[src/rtl/wg_pkg.sv]
package wg_pkg;

  typedef enum logic [1:0] {
    GRP_FREE = 2'd0,
    GRP_SYS  = 2'd1,
    GRP_CLK  = 2'd2,
    GRP_RSVD = 2'd3
  } grp_e;

  // Write permission for one table slot, given the two domain states.
  function automatic logic slot_writable(input logic [1:0] code,
                                         input logic sys_open,
                                         input logic clk_open);
    case (grp_e'(code))
      GRP_FREE: slot_writable = 1'b1;
      GRP_SYS:  slot_writable = sys_open;
      GRP_CLK:  slot_writable = clk_open;
      default:  slot_writable = 1'b0;
    endcase
  endfunction

  // Status word returned when a lock register is read.
  function automatic logic [31:0] lock_status_word(input logic open);
    lock_status_word = {31'd0, open};
  endfunction

endpackage

[src/rtl/wg_key_lock.sv]
module wg_key_lock #(
  parameter int                DATA_W = 32,
  parameter logic [DATA_W-1:0] KEY    = 32'h51AC0FFE
) (
  input  logic              clk,
  input  logic              rst_n,
  input  logic              lock_wr,
  input  logic [DATA_W-1:0] wdata,
  output logic              open_q,
  output logic              unlock_evt,
  output logic              relock_evt
);

  logic key_ok;

  assign key_ok     = (wdata == KEY);
  assign unlock_evt = lock_wr &&  key_ok;
  assign relock_evt = lock_wr && !key_ok;

  always_ff @(posedge clk or negedge rst_n) begin
    if (!rst_n)          open_q <= 1'b0;
    else if (unlock_evt) open_q <= 1'b1;
    else if (relock_evt) open_q <= 1'b0;
  end

endmodule

[src/rtl/wg_decode.sv]
module wg_decode #(
  parameter int                   NREG          = 6,
  parameter int                   ADDR_W        = 12,
  parameter logic [NREG*ADDR_W-1:0] REG_ADDRS   = '0,
  parameter logic [ADDR_W-1:0]    SYS_LOCK_ADDR = 12'h050,
  parameter logic [ADDR_W-1:0]    CLK_LOCK_ADDR = 12'h058
) (
  input  logic [ADDR_W-1:0] addr,
  output logic              sys_lock_sel,
  output logic              clk_lock_sel,
  output logic [NREG-1:0]   slot_hit
);

  logic lock_sel;

  assign sys_lock_sel = (addr == SYS_LOCK_ADDR);
  assign clk_lock_sel = (addr == CLK_LOCK_ADDR);
  assign lock_sel     = sys_lock_sel | clk_lock_sel;

  for (genvar i = 0; i < NREG; i++) begin : g_slot
    // A lock address always wins over a table entry.
    assign slot_hit[i] = !lock_sel && (addr == REG_ADDRS[i*ADDR_W +: ADDR_W]);
  end

endmodule

[src/rtl/wg_strobe_gate.sv]
module wg_strobe_gate
  import wg_pkg::*;
#(
  parameter int                NREG       = 6,
  parameter int                DATA_W     = 32,
  parameter logic [2*NREG-1:0] REG_GROUPS = '0
) (
  input  logic              clk,
  input  logic              rst_n,
  input  logic              wr_cmd,
  input  logic [NREG-1:0]   slot_hit,
  input  logic              sys_open,
  input  logic              clk_open,
  input  logic [DATA_W-1:0] wdata,
  output logic [NREG-1:0]   slot_pass,
  output logic [NREG-1:0]   strobe_q,
  output logic [DATA_W-1:0] data_q
);

  for (genvar i = 0; i < NREG; i++) begin : g_gate
    assign slot_pass[i] = wr_cmd && slot_hit[i] &&
                          slot_writable(REG_GROUPS[2*i +: 2], sys_open, clk_open);
  end

  always_ff @(posedge clk or negedge rst_n) begin
    if (!rst_n) begin
      strobe_q <= '0;
      data_q   <= '0;
    end else begin
      strobe_q <= slot_pass;
      if (wr_cmd) data_q <= wdata;
    end
  end

endmodule

[src/rtl/cfg_write_guard.sv]
module cfg_write_guard
  import wg_pkg::*;
#(
  parameter int                     NREG          = 6,
  parameter int                     ADDR_W        = 12,
  parameter int                     DATA_W        = 32,
  parameter logic [DATA_W-1:0]      KEY           = 32'h51AC0FFE,
  parameter logic [ADDR_W-1:0]      SYS_LOCK_ADDR = 12'h050,
  parameter logic [ADDR_W-1:0]      CLK_LOCK_ADDR = 12'h058,
  parameter logic [NREG*ADDR_W-1:0] REG_ADDRS     =
    {12'h1DC, 12'h124, 12'h11C, 12'h080, 12'h00C, 12'h000},
  parameter logic [2*NREG-1:0]      REG_GROUPS    = 12'b00_10_10_10_01_01
) (
  input  logic              clk,
  input  logic              rst_n,
  input  logic              bus_valid,
  input  logic              bus_write,
  input  logic [ADDR_W-1:0] bus_addr,
  input  logic [DATA_W-1:0] bus_wdata,
  output logic [DATA_W-1:0] bus_rdata,
  input  logic [DATA_W-1:0] bank_rdata,
  output logic [NREG-1:0]   wr_strobe,
  output logic [DATA_W-1:0] wr_data,
  output logic              sys_unlocked,
  output logic              clk_unlocked
);

  // Named internal events, exposed for the checker.
  logic            wr_cmd;
  logic            sys_lock_sel;
  logic            clk_lock_sel;
  logic [NREG-1:0] slot_hit;
  logic [NREG-1:0] slot_pass;
  logic            sys_unlock_evt;
  logic            sys_relock_evt;
  logic            clk_unlock_evt;
  logic            clk_relock_evt;

  assign wr_cmd = bus_valid && bus_write;

  wg_decode #(
    .NREG(NREG), .ADDR_W(ADDR_W), .REG_ADDRS(REG_ADDRS),
    .SYS_LOCK_ADDR(SYS_LOCK_ADDR), .CLK_LOCK_ADDR(CLK_LOCK_ADDR)
  ) u_decode (
    .addr(bus_addr),
    .sys_lock_sel(sys_lock_sel),
    .clk_lock_sel(clk_lock_sel),
    .slot_hit(slot_hit)
  );

  wg_key_lock #(.DATA_W(DATA_W), .KEY(KEY)) u_sys_lock (
    .clk(clk), .rst_n(rst_n),
    .lock_wr(wr_cmd && sys_lock_sel),
    .wdata(bus_wdata),
    .open_q(sys_unlocked),
    .unlock_evt(sys_unlock_evt),
    .relock_evt(sys_relock_evt)
  );

  wg_key_lock #(.DATA_W(DATA_W), .KEY(KEY)) u_clk_lock (
    .clk(clk), .rst_n(rst_n),
    .lock_wr(wr_cmd && clk_lock_sel),
    .wdata(bus_wdata),
    .open_q(clk_unlocked),
    .unlock_evt(clk_unlock_evt),
    .relock_evt(clk_relock_evt)
  );

  wg_strobe_gate #(.NREG(NREG), .DATA_W(DATA_W), .REG_GROUPS(REG_GROUPS)) u_gate (
    .clk(clk), .rst_n(rst_n),
    .wr_cmd(wr_cmd),
    .slot_hit(slot_hit),
    .sys_open(sys_unlocked),
    .clk_open(clk_unlocked),
    .wdata(bus_wdata),
    .slot_pass(slot_pass),
    .strobe_q(wr_strobe),
    .data_q(wr_data)
  );

  // Read path: lock status for lock addresses, bank data otherwise.
  always_comb begin
    if (sys_lock_sel)      bus_rdata = DATA_W'(lock_status_word(sys_unlocked));
    else if (clk_lock_sel) bus_rdata = DATA_W'(lock_status_word(clk_unlocked));
    else                   bus_rdata = bank_rdata;
  end

endmodule

[config.mk]
export PLATFORM = sky130hd
export DESIGN_NAME = cfg_write_guard
export DESIGN_NICKNAME = d
export VERILOG_FILES = /design/src/rtl/wg_pkg.sv /design/src/rtl/wg_key_lock.sv /design/src/rtl/wg_decode.sv /design/src/rtl/wg_strobe_gate.sv /design/src/rtl/cfg_write_guard.sv
export SDC_FILE = /design/constraint.sdc
export NUM_CORES = 1
export LEC_CHECK = 0
export BUFFER_PORTS_ARGS = -buffer_cell sky130_fd_sc_hd__buf_2
export CAP_MARGIN = 20
export CORE_ASPECT_RATIO = 2
export CORE_UTILIZATION = 35
export DETAILED_ROUTE_END_ITERATION = 10
export PLACE_DENSITY_LB_ADDON = 0.3
export SYNTH_ARGS = -nofsm -noshare
export SYNTH_HDL_FRONTEND = slang
export SYNTH_SLANG_ARGS = --single-unit
[constraint.sdc]
create_clock -name clk -period 1.21 [get_ports clk]
set_clock_uncertainty 0.2 [all_clocks]
set_input_delay 0.0605 -clock clk [delete_from_list [all_inputs] [get_ports clk]]
set_output_delay 0.0605 -clock clk [all_outputs]
set_load 0.01 [all_outputs]
==> summary.txt, run 1 <==
Run status
  – Status: finished with violations
  – Failing checks: hold timing, setup timing

Clock network
  – # H-tree levels: 2
  – Worst-path clk slew: 0.07 ns
  – CTS max path bufs: 2
  – CTS sink count: 40
  – Root Driver: clkbuf_8
  – CTS tree: built
  – Cts bufs inserted: 5
  – Clk_lat worst skew: 0.30 ns

Worst setup path
  – Setup CP Type: reg2out
  – CP Buf/Inv Count: 1
  – Crit-path max cell delay: 0.39 ns
  – CP max FO: 2
  – Critical path data arrival time: 1.34 ns
  – CP delay by family, top: multiplexers
  – Slowest cell on the critical path: dfrtp_1
  – Cells along the critical path: mux2_2, mux2_4, buf_6
  – Type of origin of the critical path: register
  – Worst path required time: 0.95 ns
  – Capturing element type of the critical path: primary output

Die
  – Die width: 53.99 um
  – Die H: 106.0 um
  – Core area: 5185 sq um
  – # rows: 37
  – Total die area: 5721 sq um
  – I/O pin count: 152
  – Starting Density: 36.49%

Synthesis
  – Post-synth cell types: 21
  – Ys async rst share: 100.0%
  – Post-synthesis sequential area ratio: 52.91%
  – Number of enable flip-flop cells after synthesis: 0
  – Avg Cell Area, Syn: 12.36 sq um
  – #FFs+latches synth: 40
  – Commonest cells in the netlist: 40 x dfrtp_1, 34 x mux2_2, 32 x nor2b_1
  – Synth area leaders: dfrtp_1 53%, mux2_2 20%, nor2b_1 11%, nor4_1 2.0%, buf_2 1.6%
  – Post-synth top area share: 52.91%
  – Syn Nets: 233
  – Most common cell in the netlist: dfrtp_1
  – Mapped cell area: 1892 sq um
  – Synthesized instance count: 153
  – Area leader, netlist: dfrtp_1
  – Synth Flop Type: dfrtp_1
  – Syn. warnings: 0

Placement
  – Post-DP HPWL: 4511 um
  – Port Buffers: 151
  – Final GP Congestion: 0.8409

STA
  – Slew HR: 73.48%
  – RSZ-0062 raised after global routing: true
  – Fin crit share: 132.4%
  – Endpoints failing hold: 7
  – Fin crit period: 1.602 ns
  – Slew Limit Fails: 0
  – Fmax: 0.6242 GHz
  – Fin Hold WS: -0.1187 ns
  – Setup violations, final: 39
  – Final worst slack: -0.3921 ns
  – Measured slew at the worst slew-check pin: 0.3922 ns
  – Final setup TNS: -10.21 ns

Cells and area
  – Fin util: 69.04%
  – Share of post-route cells with drive strength above 1: 63.32%
  – FILL cells: 424
  – Area added between synthesis and finish: 89.22%
  – Register area: 1001 sq um
  – Ant diodes: 0
  – Area of the multi-input gates: 985.9 sq um
  – Final #Nets: 447

Power and ir drop
  – Internal power: 2756 uW
  – NetSw: 965.2 uW
  – Power density cells: 1040 nW/um^2
  – Combinational group share of total power: 25.5%
  – Reg power frac: 42.2%
  – Switch share: 25.94%
  – Worst vdd ir: 1.071 mV
  – Leakage: 0.001778 uW
  – Clock share of power: 32.3%

Drt
  – Via count: 2099
  – Total wire length: 6351 um
  – TritonRoute pass-1 iters: 4
  – Detail Route Antenna Nets: 0
  – Drt initial violations: 17
  – Vias/cell: 4.927
  – Drt wl/cell: 14.91 um
  – # DRC: 0

Worst hold path
  – Worst Hold Class: in2reg

Flow run
  – Max-cap viol count: 0

GRT
  – Gr ovfl total: 0
  – Largest net degree at the start of global routing: 41
  – Global-route usage over all layers: 23.45%
  – First-pass GRT wire length: 9459 um
  – Initial antenna violation count: 0
  – Vias in the first global route: 2119
[cell usage in the layout, fill, tap and decap left out, types with 3 or more instances in the layout]
cell           instances
nand2_1                5
nand4b_1               3
nor2b_1               32
buf_2                146
nor2_1                 3
nor4_4                 3
buf_6                  7
clkbuf_8               7
mux2_4                 3
buf_12                 3
buf_4                 20
dfrtp_1               40
nand4_1                4
mux2_2                33
dlygate4sd3_1         37
nor4_2                 3
[layer usage]
| layer | routed length [um] | part of all wire, % | global-route usage (%) |
|---|---|---|---|
| met1 | 1900 | 30 | 21.21 |
| met5 | 0 | 0 | 0 |
| met2 | 3571 | 56 | 42.86 |
| met4 | 308 | 4.8 | 15.57 |
| met3 | 571 | 9.0 | 4.578 |
[power groups by stage]
stage                     sequential (uW)  combinational [uW]  clock (uW)
after floorplan                      1670                 265           0
after global placement               1590                 814           0
after detailed placement             1600                 826           0
after global routing                 1590                1030        1270
final                                1570                 948        1200
after CTS                            1570                 942        1230
[stage by stage]
step	total power (uW)	hold slack, ns	instances	setup WS [ns]	area, sq um
after CTS	3740	-0.1855	425	-0.4080	3536
after global routing	3890	-0.09805	426	-0.4337	3580
final	3722	-0.1187	426	-0.3921	3580
after detailed placement	2422	-0.1554	378	-0.5094	2893
after floorplan	1935	-0.4351	153	-0.2186	1898
after global placement	2403	-0.1553	378	-0.4275	2893
[cell type report]
type | instances | share of cell area [%]
clock inverter | 1 | 0.8389
inverter | 1 | 0.1049
sequential | 40 | 27.96
clock buffer | 7 | 2.691
timing repair buffer | 213 | 38.83
multi-input combinational | 106 | 27.54
tap | 58 | 2.027
[state kept, by name, summed over array words and instances (netlist names)]
| name | count |
|---|---|
| u_clk_lock.open_q | 1 |
| u_sys_lock.open_q | 1 |
| u_gate.data_q | 32 |
| u_gate.strobe_q | 6 |
[repair_timing]
action / in CTS / in global routing
endpoints found under the setup margin: 39 / 41
pin swaps: 7 / 4
cloned: 0 / 0
endpoints found under the hold margin: 79 / 7
setup buffers: 3 / 0
hold buffers: 36 / 1
resized for setup: 21 / 6
[worst reg2reg max path: cells and delay by family (launching register included)]
family	cells	cell delay [ns]
buf+inv	1	0.11
flops	1	0.36
simple gates	3	0.51
[logic make-up after synthesis]
| logic type | count (synthesis) | share of synthesized area, % |
|---|---|---|
| DFF | 40 | 52.91 |
| and+or+nand+nor | 70 | 23.88 |
| buffers and inverters | 7 | 1.786 |
| muxes | 36 | 21.43 |
[final timing paths]
path	start	endpoint	slack [ns]	cells after the start
setup / recovery	u_clk_lock.open_q	bus_rdata[0]	-0.39	3
max in group asynchronous	rst_n	u_gate.data_q[6]	0.54	3
hold / removal	bus_addr[9]	u_gate.strobe_q[1]	-0.12	4
min in group asynchronous	rst_n	u_gate.data_q[28]	0.06	3
setup reg to reg	u_clk_lock.open_q	u_gate.strobe_q[2]	-0.07	4
hold reg to reg	u_gate.data_q[14]	u_gate.data_q[14]	0.30	1
(Power assumes the default switching activity.)
==> inputs of run 2 (changes only) <==
--- a/config.mk
+++ b/config.mk
@@ -8,9 +8,10 @@
 export BUFFER_PORTS_ARGS = -buffer_cell sky130_fd_sc_hd__buf_2
 export CAP_MARGIN = 20
 export CORE_ASPECT_RATIO = 2
-export CORE_UTILIZATION = 35
+export CORE_UTILIZATION = 42
 export DETAILED_ROUTE_END_ITERATION = 10
 export PLACE_DENSITY_LB_ADDON = 0.3
+export SETUP_SLACK_MARGIN = 0.4
 export SYNTH_ARGS = -nofsm -noshare
 export SYNTH_HDL_FRONTEND = slang
 export SYNTH_SLANG_ARGS = --single-unit
==> constraint.sdc (replaced) <==
create_clock -name clk -period 2.05 [get_ports clk]
set_clock_uncertainty 0.2 [all_clocks]
set_input_delay 0.1025 -clock clk [delete_from_list [all_inputs] [get_ports clk]]
set_output_delay 0.1025 -clock clk [all_outputs]
set_load 0.01 [all_outputs]
==> run 2 against run 1 <==
The run now ends clean. Clock power is 56% lower. Clock-buffer cell count is 1 higher. Worst setup slack better by 0.68 ns. Cell count is 3.1% lower. Sequential power is 41% lower. Combinational power is 43% lower. Design area is 6.2% lower. Via count is 2.7% lower. Core utilization is 8.4 points higher.
==> summary.txt, run 2 (synthesis gave the netlist of run 1 again) <==
Run status
  – Status: finished clean

Flow run
  – Max-cap viol count: 0

Drt
  – Detail Route Antenna Nets: 0
  – Total wire length: 6238 um
  – Drt initial violations: 36
  – Drt wl/cell: 15.10 um
  – # DRC: 0
  – Via count: 2042
  – Vias/cell: 4.944
  – TritonRoute pass-1 iters: 4

Placement
  – Post-DP HPWL: 4073 um
  – Port Buffers: 151
  – Final GP Congestion: 0.8413
  – DP Worst Slack: 0.2409 ns

Worst setup path
  – Cells along the critical path: buf_6, nor4_4, nand4b_1, nor2_2, mux2_4, buf_6
  – CP max FO: 3
  – Crit-path max cell delay: 0.33 ns
  – Capturing element type of the critical path: primary output
  – Worst path required time: 1.75 ns
  – Type of origin of the critical path: input port
  – Slowest cell on the critical path: mux2_4
  – Setup CP Type: in2out
  – Worst path most repeated cell: buf_6
  – Critical path data arrival time: 1.46 ns

GRT
  – Initial antenna violation count: 0
  – Largest net degree at the start of global routing: 36
  – First-pass GRT wire length: 9618 um
  – Vias in the first global route: 2152
  – Global-route usage over all layers: 26.29%
  – Gr ovfl total: 0

Power and ir drop
  – Final total power: 2000 uW
  – Leakage: 0.001674 uW
  – Switch share: 26.88%
  – Combinational group share of total power: 27.2%
  – Clock share of power: 26.3%
  – Power density cells: 595.2 nW/um^2
  – NetSw: 537.6 uW
  – Internal power: 1462 uW
  – Reg power frac: 46.5%
  – Worst vdd ir: 0.7044 mV

STA
  – Fin Hold WS: 0.05253 ns
  – Final setup TNS: 0 ns
  – Slew HR: 60.95%
  – Fin crit share: 85.79%
  – Fmax: 0.5686 GHz
  – Endpoints failing hold: 0
  – Slew Limit Fails: 0
  – Setup violations, final: 0
  – Fin crit period: 1.759 ns
  – Final worst slack: 0.2914 ns
  – RSZ-0062 raised after global routing: true
  – Measured slew at the worst slew-check pin: 0.5858 ns

Clock network
  – Cts bufs inserted: 5
  – CTS max path bufs: 2
  – Clk_lat worst skew: 0.28 ns
  – CTS tree: built
  – Worst-path clk slew: 0.07 ns
  – Root Driver: clkbuf_8
  – CTS sink count: 40
  – # H-tree levels: 2

Cells and area
  – Final #Nets: 438
  – Largest registers: u_gate.data_q x32, u_gate.strobe_q x6
  – Area of the multi-input gates: 882.1 sq um
  – Ant diodes: 0
  – Most common cell after layout, fill and taps aside: buf_2
  – Max FFs per register: 32
  – FILL cells: 294
  – Most frequent cells in the layout: 148 x buf_2, 47 x dlygate4sd3_1, 40 x dfrtp_1, 33 x mux2_2, 32 x nor2b_1
  – Top reg by flops: u_gate.data_q
  – Share of post-route cells with drive strength above 1: 55.99%
  – Register area: 1001 sq um
  – Area added between synthesis and finish: 77.58%

Die
  – Starting Density: 43.60%
  – Die H: 96.91 um
  – Die width: 49.46 um
  – Total die area: 4793 sq um
  – Core area: 4339 sq um
  – # rows: 34
  – I/O pin count: 152

Worst hold path
  – Worst Hold Class: in2reg
## run 2: cell count changes in the layout (fill, tap and decap cells not counted), moves of 3 or more
cell	before	now
buf_4	20	4
dlygate4sd3_1	37	47
buf_6	7	3
nor4_1	1	4
## run 2: final timing paths
check / start / endpoint / slack (ns) / cells past startpoint
setup reg to reg: u_sys_lock.open_q / u_gate.strobe_q[0] / 0.67 / 4
hold / removal: bus_addr[7] / u_gate.strobe_q[1] / 0.05 / 4
min in group asynchronous: rst_n / u_gate.data_q[28] / 0.15 / 2
setup / recovery: bus_addr[0] / bus_rdata[0] / 0.29 / 6
max in group asynchronous: rst_n / u_gate.strobe_q[3] / 0.96 / 3
hold reg to reg: u_gate.data_q[5] / u_gate.data_q[5] / 0.30 / 1
## run 2: critical path: cells and delay by family
kind,cells,cell delay [ns]
AND/OR/NAND/NOR,3,0.80
buffers and inverters,2,0.22
multiplexers,1,0.33
## run 2: metrics by stage
step	std cells	area (sq um)	util, %
detailed placement	356	2728	62.86
global route	413	3359	77.42
floorplan	153	1892	-
global placement	356	2728	62.86
CTS	413	3307	76.21
finish	413	3359	77.42
## run 2: cell type report
cell class | count | share of cell area, %
Timing Repair Buffer | 204 | 39.14
Sequential cell | 40 | 29.80
Multi-Input combinational cell | 106 | 26.26
Clock buffer | 8 | 2.682
Tap cell | 54 | 2.011
Inverter | 1 | 0.1117
## run 2: layer usage
layer / vias up / part of all wire (%) / track usage, %
met5: - / 0 / 0
met4: 0 / 4.3 / 13.19
met3: 26 / 7.8 / 6.447
met2: 131 / 56 / 51.00
met1: 926 / 32 / 23.55
li1: 959 / - / -
## run 2: what timing repair did
item                                    4_1_cts  5_1_grt
gates resized for setup                       1        9
hold endpoints to repair                     63        0
endpoints found under the setup margin       32       34
pin swaps                                     0        3
hold buffers                                 47        0
setup buffers                                 2        0
gates cloned                                  0        0
## run 2: power by group through the flow
| stage | Clock, uW | Sequential, uW | Combinational, uW |
|---|---|---|---|
| 2_1_floorplan | 0 | 986 | 156 |
| 3_3_place_gp | 0 | 936 | 451 |
| 3_5_place_dp | 0 | 939 | 458 |
| 4_1_cts | 548 | 926 | 527 |
| 5_1_grt | 574 | 940 | 581 |
| 6_report | 527 | 929 | 544 |
==> inputs of run 3 (changes only) <==
--- a/config.mk
+++ b/config.mk
@@ -7,10 +7,9 @@
 export LEC_CHECK = 0
 export BUFFER_PORTS_ARGS = -buffer_cell sky130_fd_sc_hd__buf_2
 export CAP_MARGIN = 20
-export CORE_ASPECT_RATIO = 2
 export CORE_UTILIZATION = 42
 export DETAILED_ROUTE_END_ITERATION = 10
-export PLACE_DENSITY_LB_ADDON = 0.3
+export PLACE_DENSITY = 0.83
 export SETUP_SLACK_MARGIN = 0.4
 export SYNTH_ARGS = -nofsm -noshare
 export SYNTH_HDL_FRONTEND = slang
==> run 3 against run 2 <==
Clock power is 3% lower. Power is 1.3% lower. First-iteration DRC count grew to 2.8 times the previous value. Critical endpoint unchanged. Largest cell class unchanged.
==> summary.txt, run 3 (synthesis gave the netlist of run 1 again) <==
Clock network
  – # H-tree levels: 2
  – Clk_lat worst skew: 0.29 ns
  – Cts bufs inserted: 5
  – CTS tree: built
  – Worst-path clk slew: 0.07 ns
  – CTS sink count: 40
  – Root Driver: clkbuf_8
  – CTS max path bufs: 2

Cells and area
  – Ant diodes: 0
  – Final #Nets: 439
  – Most frequent cells in the layout: 148 x buf_2, 45 x dlygate4sd3_1, 40 x dfrtp_1, 33 x mux2_2, 32 x nor2b_1
  – Largest registers: u_gate.data_q x32, u_gate.strobe_q x6
  – Max FFs per register: 32
  – Share of post-route cells with drive strength above 1: 56.39%
  – FILL cells: 311
  – Most common cell after layout, fill and taps aside: buf_2
  – Top reg by flops: u_gate.data_q
  – Area added between synthesis and finish: 77.32%
  – Cell Count, Final, Fillers Out: 412

Power and ir drop
  – Leakage: 0.001682 uW
  – Final total power: 1973 uW
  – Worst vdd ir: 0.5676 mV
  – Power density cells: 588.3 nW/um^2

Drt
  – Vias/cell: 4.845
  – # DRC: 0
  – Via count: 1996
  – Drt wl/cell: 14.40 um
  – TritonRoute pass-1 iters: 5
  – Detail Route Antenna Nets: 0
  – Drt initial violations: 99
  – Total wire length: 5934 um

Worst setup path
  – Capturing element type of the critical path: primary output
  – Crit-path max cell delay: 0.39 ns
  – Critical path data arrival time: 1.32 ns
  – Setup CP Type: reg2out
  – Worst path required time: 1.75 ns
  – CP Buf/Inv Count: 1
  – Cells along the critical path: mux2_2, mux2_4, buf_6
  – CP delay by family, top: multiplexers
  – CP max FO: 2
  – Type of origin of the critical path: register
  – Slowest cell on the critical path: dfrtp_1

GRT
  – Largest net degree at the start of global routing: 41
  – Global-route usage over all layers: 25.22%
  – Gr ovfl total: 0
  – First-pass GRT wire length: 9666 um
  – Initial antenna violation count: 0
  – Vias in the first global route: 2052

STA
  – Endpoints failing hold: 0
  – Setup violations, final: 0
  – Slew Limit Fails: 0
  – Fin crit period: 1.627 ns
  – RSZ-0062 raised after global routing: true
  – Final worst slack: 0.4232 ns
  – Fin crit share: 79.36%
  – Measured slew at the worst slew-check pin: 0.5064 ns
  – Fmax: 0.6147 GHz
  – Final setup TNS: 0 ns
  – Slew HR: 66.24%

Die
  – # rows: 24
  – Total die area: 4777 sq um
  – Core area: 4354 sq um
  – Die H: 69.12 um
  – Starting Density: 43.45%
  – I/O pin count: 152
  – Die width: 69.12 um

Worst hold path
  – Worst Hold Class: in2reg

Placement
  – Port Buffers: 151
  – Final GP Congestion: 0.7749
  – DP Worst Slack: 0.2753 ns
  – Inst Count DP: 355
  – Post-DP HPWL: 3926 um

Run status
  – Status: finished clean

Flow run
  – Max-cap viol count: 0
run 3: area by class of cell:
cell class	instances	area (sq um)	area share [%]
Timing Repair Buffer	205	1313	39.13
Sequential cell	40	1001	29.84
Multi-Input combinational cell	106	887.1	26.45
Clock buffer	7	76.32	2.275
Tap cell	52	65.06	1.940
Clock inverter	1	8.758	0.2611
Inverter	1	3.754	0.1119
run 3: worst register-to-register path, delay by kind of cell (launching register included):
family | cells | cell delay [ns]
AND/OR/NAND/NOR | 3 | 0.56
flip-flops | 1 | 0.35
buffers and inverters | 1 | 0.13
run 3: stage by stage:
step                      instance area, sq um  hold WS [ns]  util, %
after CTS                                 3317       0.02150    76.18
after detailed placement                  2720     -0.001150    62.47
final                                     3354       0.04721    77.04
after floorplan                           1892       -0.3931        -
after global routing                      3354       0.04954    77.04
after global placement                    2720      -0.01303    62.47
run 3: routing by layer:
| metal | wire length (um) | track usage, % |
|---|---|---|
| met1 | 2540 | 33.62 |
| met2 | 2912 | 40.78 |
| met3 | 413 | 6.725 |
| met4 | 68 | 6.576 |
| met5 | 0 | 0 |
run 3: what timing repair did:
action,4_1_cts,5_1_grt
hold buffers,46,0
setup buffers,3,0
pin swaps,3,2
endpoints found under the setup margin,26,42
resized for setup,5,8
endpoints found under the hold margin,78,0
run 3: report_power, final:
group          leakage (uW)  switching, uW  internal [uW]  total (uW)
Sequential         0.000487           45.1            882         927
Combinational       0.00115            233            303         537
Clock             0.0000424            267            243         510
Total               0.00168            545           1430        1970
run 3: final timing paths:
kind	startpoint	to	slack [ns]	depth (start not counted)
min reg2reg	u_gate.data_q[17]	u_gate.data_q[17]	0.30	1
max	u_sys_lock.open_q	bus_rdata[0]	0.42	3
max in group asynchronous	rst_n	u_gate.data_q[14]	1.11	3
min	bus_addr[3]	u_sys_lock.open_q	0.05	3
min in group asynchronous	rst_n	u_gate.data_q[24]	0.19	3
max reg2reg	u_clk_lock.open_q	u_gate.strobe_q[2]	0.71	4
